<file path="src/rtl/cbt_pkg.sv">
`timescale 1ns/1ps
package cbt_pkg;

  // Where the unit stands within the current bit.
  typedef enum logic [1:0] {
    PH_SYNC = 2'd0,
    PH_SEG1 = 2'd1,
    PH_SEG2 = 2'd2
  } phase_e;

  // Strobes the control sends to the datapath.
  typedef struct packed {
    logic restartQ;   // restart the quantum prescaler now
    logic sampleNow;  // capture the bit at this quantum boundary
  } dpStrobe_t;

endpackage

</file>
<file path="src/rtl/cbt_datapath.sv">
`timescale 1ns/1ps
module cbt_datapath
  import cbt_pkg::*;
#(
  parameter int BRP_W = 6
) (
  input  logic             clk,
  input  logic             rst,
  input  logic             rxIn,
  input  logic [BRP_W-1:0] baudPresc,
  input  logic             tripleSample,
  input  dpStrobe_t        strobe,
  output logic             qTick,
  output logic             preTick,
  output logic             fallEdge,
  output logic             sampledBit,
  output logic             sampledBitPrev
);

  localparam int CW = BRP_W + 1;

  logic [CW-1:0] clkCnt;
  logic [CW-1:0] qLimit;
  logic          rxReg;
  logic          rxPrev;
  logic [1:0]    win;
  logic          vote;

  // Last count of a quantum: 2*(presc+1)-1.
  assign qLimit  = {baudPresc, 1'b1};
  assign qTick   = (clkCnt >= qLimit);
  assign preTick = (clkCnt == (qLimit - CW'(1)));

  always_ff @(posedge clk or posedge rst) begin
    if (rst) begin
      clkCnt <= '0;
    end else if (strobe.restartQ || qTick) begin
      clkCnt <= '0;
    end else begin
      clkCnt <= clkCnt + CW'(1);
    end
  end

  // Line register and edge history both start recessive.
  always_ff @(posedge clk or posedge rst) begin
    if (rst) begin
      rxReg  <= 1'b1;
      rxPrev <= 1'b1;
    end else begin
      rxReg  <= rxIn;
      rxPrev <= rxReg;
    end
  end

  assign fallEdge = rxPrev & ~rxReg;

  // Samples taken at the two previous quantum boundaries.
  always_ff @(posedge clk or posedge rst) begin
    if (rst) begin
      win <= 2'b11;
    end else if (qTick) begin
      win <= {win[0], rxReg};
    end
  end

  always_comb begin
    if (tripleSample) begin
      vote = (win[1] & win[0]) | (win[1] & rxReg) | (win[0] & rxReg);
    end else begin
      vote = rxReg;
    end
  end

  always_ff @(posedge clk or posedge rst) begin
    if (rst) begin
      sampledBit     <= 1'b1;
      sampledBitPrev <= 1'b1;
    end else if (strobe.sampleNow) begin
      sampledBit     <= vote;
      sampledBitPrev <= sampledBit;
    end
  end

endmodule

</file>
<file path="src/rtl/cbt_ctrl.sv">
`timescale 1ns/1ps
module cbt_ctrl
  import cbt_pkg::*;
#(
  parameter int SJW_W = 2,
  parameter int TS1_W = 4,
  parameter int TS2_W = 3
) (
  input  logic             clk,
  input  logic             rst,
  input  logic             qTick,
  input  logic             preTick,
  input  logic             fallEdge,
  input  logic [SJW_W-1:0] syncJumpWidth,
  input  logic [TS1_W-1:0] timeSeg1,
  input  logic [TS2_W-1:0] timeSeg2,
  input  logic             busIdle,
  input  logic             transmitting,
  input  logic             lastInterBit,
  output dpStrobe_t        strobe,
  output logic             samplePoint,
  output logic             txPoint,
  output logic             hardSync
);

  localparam int SW  = SJW_W + 1;
  localparam int TSW = (TS1_W > TS2_W) ? TS1_W : TS2_W;
  localparam int QW  = ((TSW > SJW_W) ? TSW : SJW_W) + 2;

  phase_e        phase;
  logic [QW-1:0] qCnt;
  logic [SW-1:0] extend;
  logic [SW-1:0] shorten;
  logic          blocked;
  logic          txPrev;

  logic          txStart, hsWindow, doHard, canResync;
  logic [SW-1:0] sjwQ, lateCorr;
  logic [QW-1:0] seg1Target, seg2Target, remain, qNext;
  logic          seg1Last, seg2Last;
  logic          lateFix, earlyRestart, earlyTrim, restartQ, sampleNow, txNow;

  assign txStart   = transmitting & ~txPrev;
  assign hsWindow  = busIdle | lastInterBit;
  assign doHard    = fallEdge & hsWindow & ~txStart;
  assign canResync = fallEdge & ~hsWindow & ~txStart & ~blocked;

  assign sjwQ       = {1'b0, syncJumpWidth} + SW'(1);
  assign seg1Target = QW'(timeSeg1) + QW'(extend);
  assign seg2Target = QW'(timeSeg2) - QW'(shorten);
  assign remain     = QW'(timeSeg2) + QW'(1) - qCnt;
  assign qNext      = qCnt + QW'(1);

  assign seg1Last = (phase == PH_SEG1) && (qCnt >= seg1Target);
  assign seg2Last = (phase == PH_SEG2) && (qCnt >= seg2Target);

  // Late edge: correction grows with the quantum it lands in, capped at the jump width.
  always_comb begin
    if (qNext < QW'(sjwQ)) begin
      lateCorr = qNext[SW-1:0];
    end else begin
      lateCorr = sjwQ;
    end
  end

  assign lateFix      = canResync && (phase == PH_SEG1) && !(qTick && seg1Last);
  assign earlyRestart = canResync && (phase == PH_SEG2) && (remain <= QW'(sjwQ));
  assign earlyTrim    = canResync && (phase == PH_SEG2) && !earlyRestart;
  assign restartQ     = doHard | earlyRestart;
  assign sampleNow    = qTick & seg1Last & ~restartQ;
  assign txNow        = preTick & seg2Last & ~restartQ;

  assign strobe.restartQ  = restartQ;
  assign strobe.sampleNow = sampleNow;

  always_ff @(posedge clk or posedge rst) begin
    if (rst) begin
      phase       <= PH_SYNC;
      qCnt        <= '0;
      extend      <= '0;
      shorten     <= '0;
      blocked     <= 1'b0;
      txPrev      <= 1'b0;
      samplePoint <= 1'b0;
      txPoint     <= 1'b0;
      hardSync    <= 1'b0;
    end else begin
      txPrev      <= transmitting;
      samplePoint <= sampleNow;
      txPoint     <= txNow;
      hardSync    <= doHard;
      if (restartQ) begin
        // The edge itself becomes the sync segment.
        phase   <= PH_SEG1;
        qCnt    <= '0;
        extend  <= '0;
        shorten <= '0;
        blocked <= 1'b1;
      end else begin
        if (lateFix) begin
          extend  <= lateCorr;
          blocked <= 1'b1;
        end
        if (earlyTrim) begin
          shorten <= sjwQ;
          blocked <= 1'b1;
        end
        if (canResync && (phase == PH_SYNC)) begin
          blocked <= 1'b1;
        end
        if (qTick) begin
          case (phase)
            PH_SYNC: begin
              phase <= PH_SEG1;
              qCnt  <= '0;
            end
            PH_SEG1: begin
              if (seg1Last) begin
                phase   <= PH_SEG2;
                qCnt    <= '0;
                blocked <= 1'b0;
              end else begin
                qCnt <= qNext;
              end
            end
            PH_SEG2: begin
              if (seg2Last) begin
                phase   <= PH_SYNC;
                qCnt    <= '0;
                extend  <= '0;
                shorten <= '0;
              end else begin
                qCnt <= qNext;
              end
            end
            default: begin
              phase <= PH_SYNC;
              qCnt  <= '0;
            end
          endcase
        end
      end
    end
  end

endmodule

</file>
<file path="src/rtl/can_bit_timing.sv">
`timescale 1ns/1ps
module can_bit_timing
  import cbt_pkg::*;
#(
  parameter int BRP_W = 6,
  parameter int SJW_W = 2,
  parameter int TS1_W = 4,
  parameter int TS2_W = 3
) (
  input  logic             clk,
  input  logic             rst,
  input  logic             rxIn,
  input  logic [BRP_W-1:0] baudPresc,
  input  logic [SJW_W-1:0] syncJumpWidth,
  input  logic [TS1_W-1:0] timeSeg1,
  input  logic [TS2_W-1:0] timeSeg2,
  input  logic             tripleSample,
  input  logic             busIdle,
  input  logic             transmitting,
  input  logic             lastInterBit,
  output logic             samplePoint,
  output logic             sampledBit,
  output logic             sampledBitPrev,
  output logic             txPoint,
  output logic             hardSync
);

  dpStrobe_t strobe;
  logic      qTick;
  logic      preTick;
  logic      fallEdge;

  cbt_datapath #(
    .BRP_W(BRP_W)
  ) u_dp (
    .clk           (clk),
    .rst           (rst),
    .rxIn          (rxIn),
    .baudPresc     (baudPresc),
    .tripleSample  (tripleSample),
    .strobe        (strobe),
    .qTick         (qTick),
    .preTick       (preTick),
    .fallEdge      (fallEdge),
    .sampledBit    (sampledBit),
    .sampledBitPrev(sampledBitPrev)
  );

  cbt_ctrl #(
    .SJW_W(SJW_W),
    .TS1_W(TS1_W),
    .TS2_W(TS2_W)
  ) u_ctrl (
    .clk          (clk),
    .rst          (rst),
    .qTick        (qTick),
    .preTick      (preTick),
    .fallEdge     (fallEdge),
    .syncJumpWidth(syncJumpWidth),
    .timeSeg1     (timeSeg1),
    .timeSeg2     (timeSeg2),
    .busIdle      (busIdle),
    .transmitting (transmitting),
    .lastInterBit (lastInterBit),
    .strobe       (strobe),
    .samplePoint  (samplePoint),
    .txPoint      (txPoint),
    .hardSync     (hardSync)
  );

endmodule

</file>
<file path="config.mk">
export PLATFORM = sky130hd
export DESIGN_NAME = can_bit_timing
export DESIGN_NICKNAME = d
export VERILOG_FILES = /design/src/rtl/cbt_pkg.sv /design/src/rtl/cbt_datapath.sv /design/src/rtl/cbt_ctrl.sv /design/src/rtl/can_bit_timing.sv
export SDC_FILE = /design/constraint.sdc
export NUM_CORES = 1
export LEC_CHECK = 0
export BUFFER_PORTS_ARGS = -buffer_cell sky130_fd_sc_hd__buf_2
export CORE_MARGIN = 5
export CORE_UTILIZATION = 64
export DETAILED_ROUTE_END_ITERATION = 6
export PLACE_DENSITY_LB_ADDON = 0.15
export REMOVE_ABC_BUFFERS = 1
export SYNTH_ARGS = -nofsm -noshare
export SYNTH_HDL_FRONTEND = slang
export SYNTH_SLANG_ARGS = --single-unit
</file>
<file path="constraint.sdc">
create_clock -name clk -period 8.58 [get_ports clk]
set_input_delay 1.716 -clock clk [delete_from_list [all_inputs] [get_ports clk]]
set_output_delay 1.716 -clock clk [all_outputs]
set_load 0.02 [all_outputs]
</file>
==> results by group <==
Worst setup path
  – Worst path cell trace: buf_2, ha_1, fa_1, xnor2_1, ha_1, a21o_1, a31oi_1, and4b_1, a311o_1, nor2_1, a211o_1
  – R2R Path Start: u_ctrl.extend[0]
  – Worst EP required: 8.76 ns
  – Critical setup path kind: in -> reg
  – Most common cell on crit path: ha_1
  – Critical Path Slowest Stage Cell: fa_1
  – Worst Path Max Fanout: 11
  – Worst Path Arrival: 4.27 ns
  – Worst reg2reg endpoint: u_ctrl.phase[0]
  – Crit-path max cell delay: 0.43 ns
  – Critical path endpoint category: flip-flop
  – CP startpoint kind: input pin
  – R2R cell count: 10
  – R2R setup slack: 5.62 ns

STA
  – Tcrit/Tclk final: 47.7%
  – Max Transition Viols Final: 0
  – Final setup fails: 0
  – Achievable clock frequency: 0.245 GHz
  – WHS: 0.396 ns
  – Slew @ Worst Pin: 0.711 ns
  – Final hold vios: 0
  – Clk_skew: 0.00859 ns
  – RSZ-0062 raised after global routing: false
  – Min Tclk post-route: 4.09 ns
  – Max-slew headroom: 52.4%
  – Setup TNS: 0 ns

Power and ir drop
  – Cell Pwr Density: 227 mW/mm^2
  – Flop pwr share: 34.1%
  – Power share of the clock group: 17.9%
  – Combinational power share: 48.0%
  – Total power: 0.000664 W
  – Int Power: 0.000385 W
  – Switch share: 42.0%
  – VDD IR max: 0.176 mV
  – P_leak: 1.47 nW
  – Net Sw Power: 0.000279 W

Yosys
  – Synthesized flop and latch total: 32
  – Synth Instances: 285
  – Share of the synthesized area in the top cell type: 24.3%
  – Synthesized cell area: 0.00267 mm^2
  – Synth area leader: dfrtp_1
  – Most frequent cells after synthesis: ha_1, inv_1, dfrtp_1
  – Synth warn: 0
  – Top post-synthesis cells by area: dfrtp_1, ha_1, dfstp_2, inv_1, a21oi_1
  – Top FF cell, synth: dfrtp_1
  – Post-synth EDFFs: 0
  – Most common cell in the netlist: ha_1
  – Synthesized area per cell: 9.38 um^2
  – Seq/Total Area, Yosys: 30.2%
  – Unique masters post-synth: 58
  – Async SR Flop Fraction: 100%

Floorplan
  – Std-Cell Rows: 23
  – Die area: 0.00557 mm^2
  – Die Ht: 74.6 um
  – Starting density of the core: 66.3%
  – # IOs: 27
  – Core outline area: 0.00403 mm^2
  – Die Width: 74.6 um

Min path
  – Hold path endpoint: u_dp.rxPrev
  – Worst Hold Path Cells: 0
  – HP Start: u_dp.rxReg
  – Tightest Hold Check Type: reg -> reg

Clock network
  – PostCTS Resize Cnt: 0
  – CTS max path bufs: 2
  – CTS Sinks: 32
  – Worst-Skew Late Latency: 0.29 ns
  – Hold_buf cts: 0
  – H-tree Lvls: 2
  – CTS Buf Count: 5
  – CTS root buffer: clkbuf_8
  – Worst-path clk slew: 0.07 ns
  – CTS tree: done
  – Setup Buffers After CTS: 0

Finish
  – Final nets: 376
  – Antenna diodes: 0
  – Share of layout cells above drive strength 1: 18.2%
  – Multi-input logic area: 0.00172 mm^2
  – Area Overhead vs Synth: 9.60%
  – # fillers: 323
  – FF+latch area: 808 um^2

Global route
  – Tot GR Track Use: 22.9%
  – Initial antenna violation count: 0
  – Grt total ovfl: 0
  – Largest net degree at the start of global routing: 33
  – First-pass GRT wire length: 9710 um
  – Vias in the first global route: 2225

Drt
  – DRT Pass-1 Iters: 4
  – DRC viols: 0
  – WL/cell: 15.9 um
  – Drt total wl: 5760 um
  – Post-DRT Antenna Nets: 0
  – Vias: 2239
  – Vias per inst: 6.17
  – 1st-iter DRT viols: 131

Placed design
  – Routability cong.: 0.902
  – Hpwl dp: 4520 um
  – Port Buffers: 26

Job
  – Max-Cap Viols: 0

Status
  – Status: finished clean
[kinds of logic (layout without fill, tap and decap cells)]
logic type / Yosys count / after routing / synth area share (%)
AND/OR/NAND/NOR: 92 / 92 / 19.7
AO/OA/AOI/OAI: 68 / 68 / 18.3
adder cells (fa/ha/maj): 42 / 42 / 20.5
buffers and inverters: 36 / 64 / 5.57
flip-flops: 32 / 32 / 30.2
XOR/XNOR: 11 / 11 / 3.60
multiplexers: 4 / 4 / 2.06
[sequential cells by signal (all words and copies together), names as in the netlist]
register and count:
u_ctrl.blocked 1, u_ctrl.extend 3, u_ctrl.hardSync 1, u_ctrl.phase 2, u_ctrl.qCnt 6, u_ctrl.samplePoint 1, u_ctrl.shorten 3, u_ctrl.txPoint 1
u_ctrl.txPrev 1, u_dp.clkCnt 7, u_dp.rxPrev 1, u_dp.rxReg 1, u_dp.sampledBit 1, u_dp.sampledBitPrev 1, u_dp.win 2
[critical path: cells and delay by family]
kind	cells	cell delay, ns
AOI/OAI and AO/OA	4	1.02
xor gates and xnor gates	1	0.15
adders and majority gates	3	0.96
buffers and inverters	1	0.10
and+or+nand+nor	2	0.31
[power by group through the flow]
stage | Clock [W] | Combinational [W] | Sequential [W]
after detailed placement | 0 | 0.000317 | 0.000228
after global placement | 0 | 0.000304 | 0.000227
after CTS | 0.000122 | 0.000318 | 0.000225
final | 0.000119 | 0.000319 | 0.000226
after floorplan | 0 | 0.000247 | 0.000220
after global routing | 0.000128 | 0.000359 | 0.000232
[per-stage QoR]
| stage | instance area, um^2 | setup slack (ns) | instances | util [%] |
|---|---|---|---|---|
| after global placement | 2840 | 4.25 | 355 | 70.4 |
| after global routing | 2930 | 4.36 | 363 | 72.7 |
| after CTS | 2930 | 4.52 | 363 | 72.7 |
| final | 2930 | 4.49 | 363 | 72.7 |
| after floorplan | 2630 | 4.51 | 277 | - |
| after detailed placement | 2840 | 4.21 | 355 | 70.4 |
[worst max-delay path by stage]
stage	start	endpoint	slack, ns	cells past startpoint
CTS	timeSeg1[0]	u_ctrl.phase[0]	4.52	11
detailed placement	timeSeg1[0]	u_ctrl.phase[0]	4.21	11
global placement	timeSeg1[0]	u_ctrl.phase[0]	4.25	11
global route	timeSeg1[0]	u_ctrl.phase[0]	4.36	11
floorplan	timeSeg1[0]	u_ctrl.phase[0]	4.51	10
finish	timeSeg1[0]	u_ctrl.phase[0]	4.49	11
[layout by cell type, fill, tap and decap left out, types with 2 or more instances in the layout]
master	n
ha_1	39
inv_1	28
buf_2	26
dfrtp_1	26
nand2_1	21
a21oi_1	19
o21ai_0	12
nor2_1	11
nand3_1	11
a21o_1	9
nand4_1	8
o211ai_1	6
xnor2_1	6
nor3_1	6
dfstp_2	6
and3_1	5
xor2_1	5
clkbuf_8	5
a31oi_1	4
nor2b_1	4
o211a_1	3
nand2b_1	3
nand4b_1	3
mux2_4	3
fa_1	3
and4b_1	2
nor4_1	2
a21oi_2	2
nand3b_1	2
a21boi_0	2
nor3_2	2
o21a_1	2
clkinvlp_4	2
buf_4	2
[final cells by class]
type	instances	area share [%]
well taps	50	2.14
inverters	28	3.59
flip-flops and latches	32	27.6
clock inverters	3	0.812
clock buffers	5	2.35
multi-input cells	217	58.6
repair buffers	28	4.96
[metal layers]
layer | part of all wire [%] | vias to the layer above | global-route usage [%] | wire length, um
li1 | - | 1092 | - | -
met1 | 42 | 1059 | 27.9 | 2420
met2 | 49 | 68 | 37.4 | 2810
met3 | 5.3 | 20 | 4.54 | 306
met4 | 3.9 | 0 | 13.6 | 223
met5 | 0 | - | 0 | 0
Power figures use the tool's default switching activity.
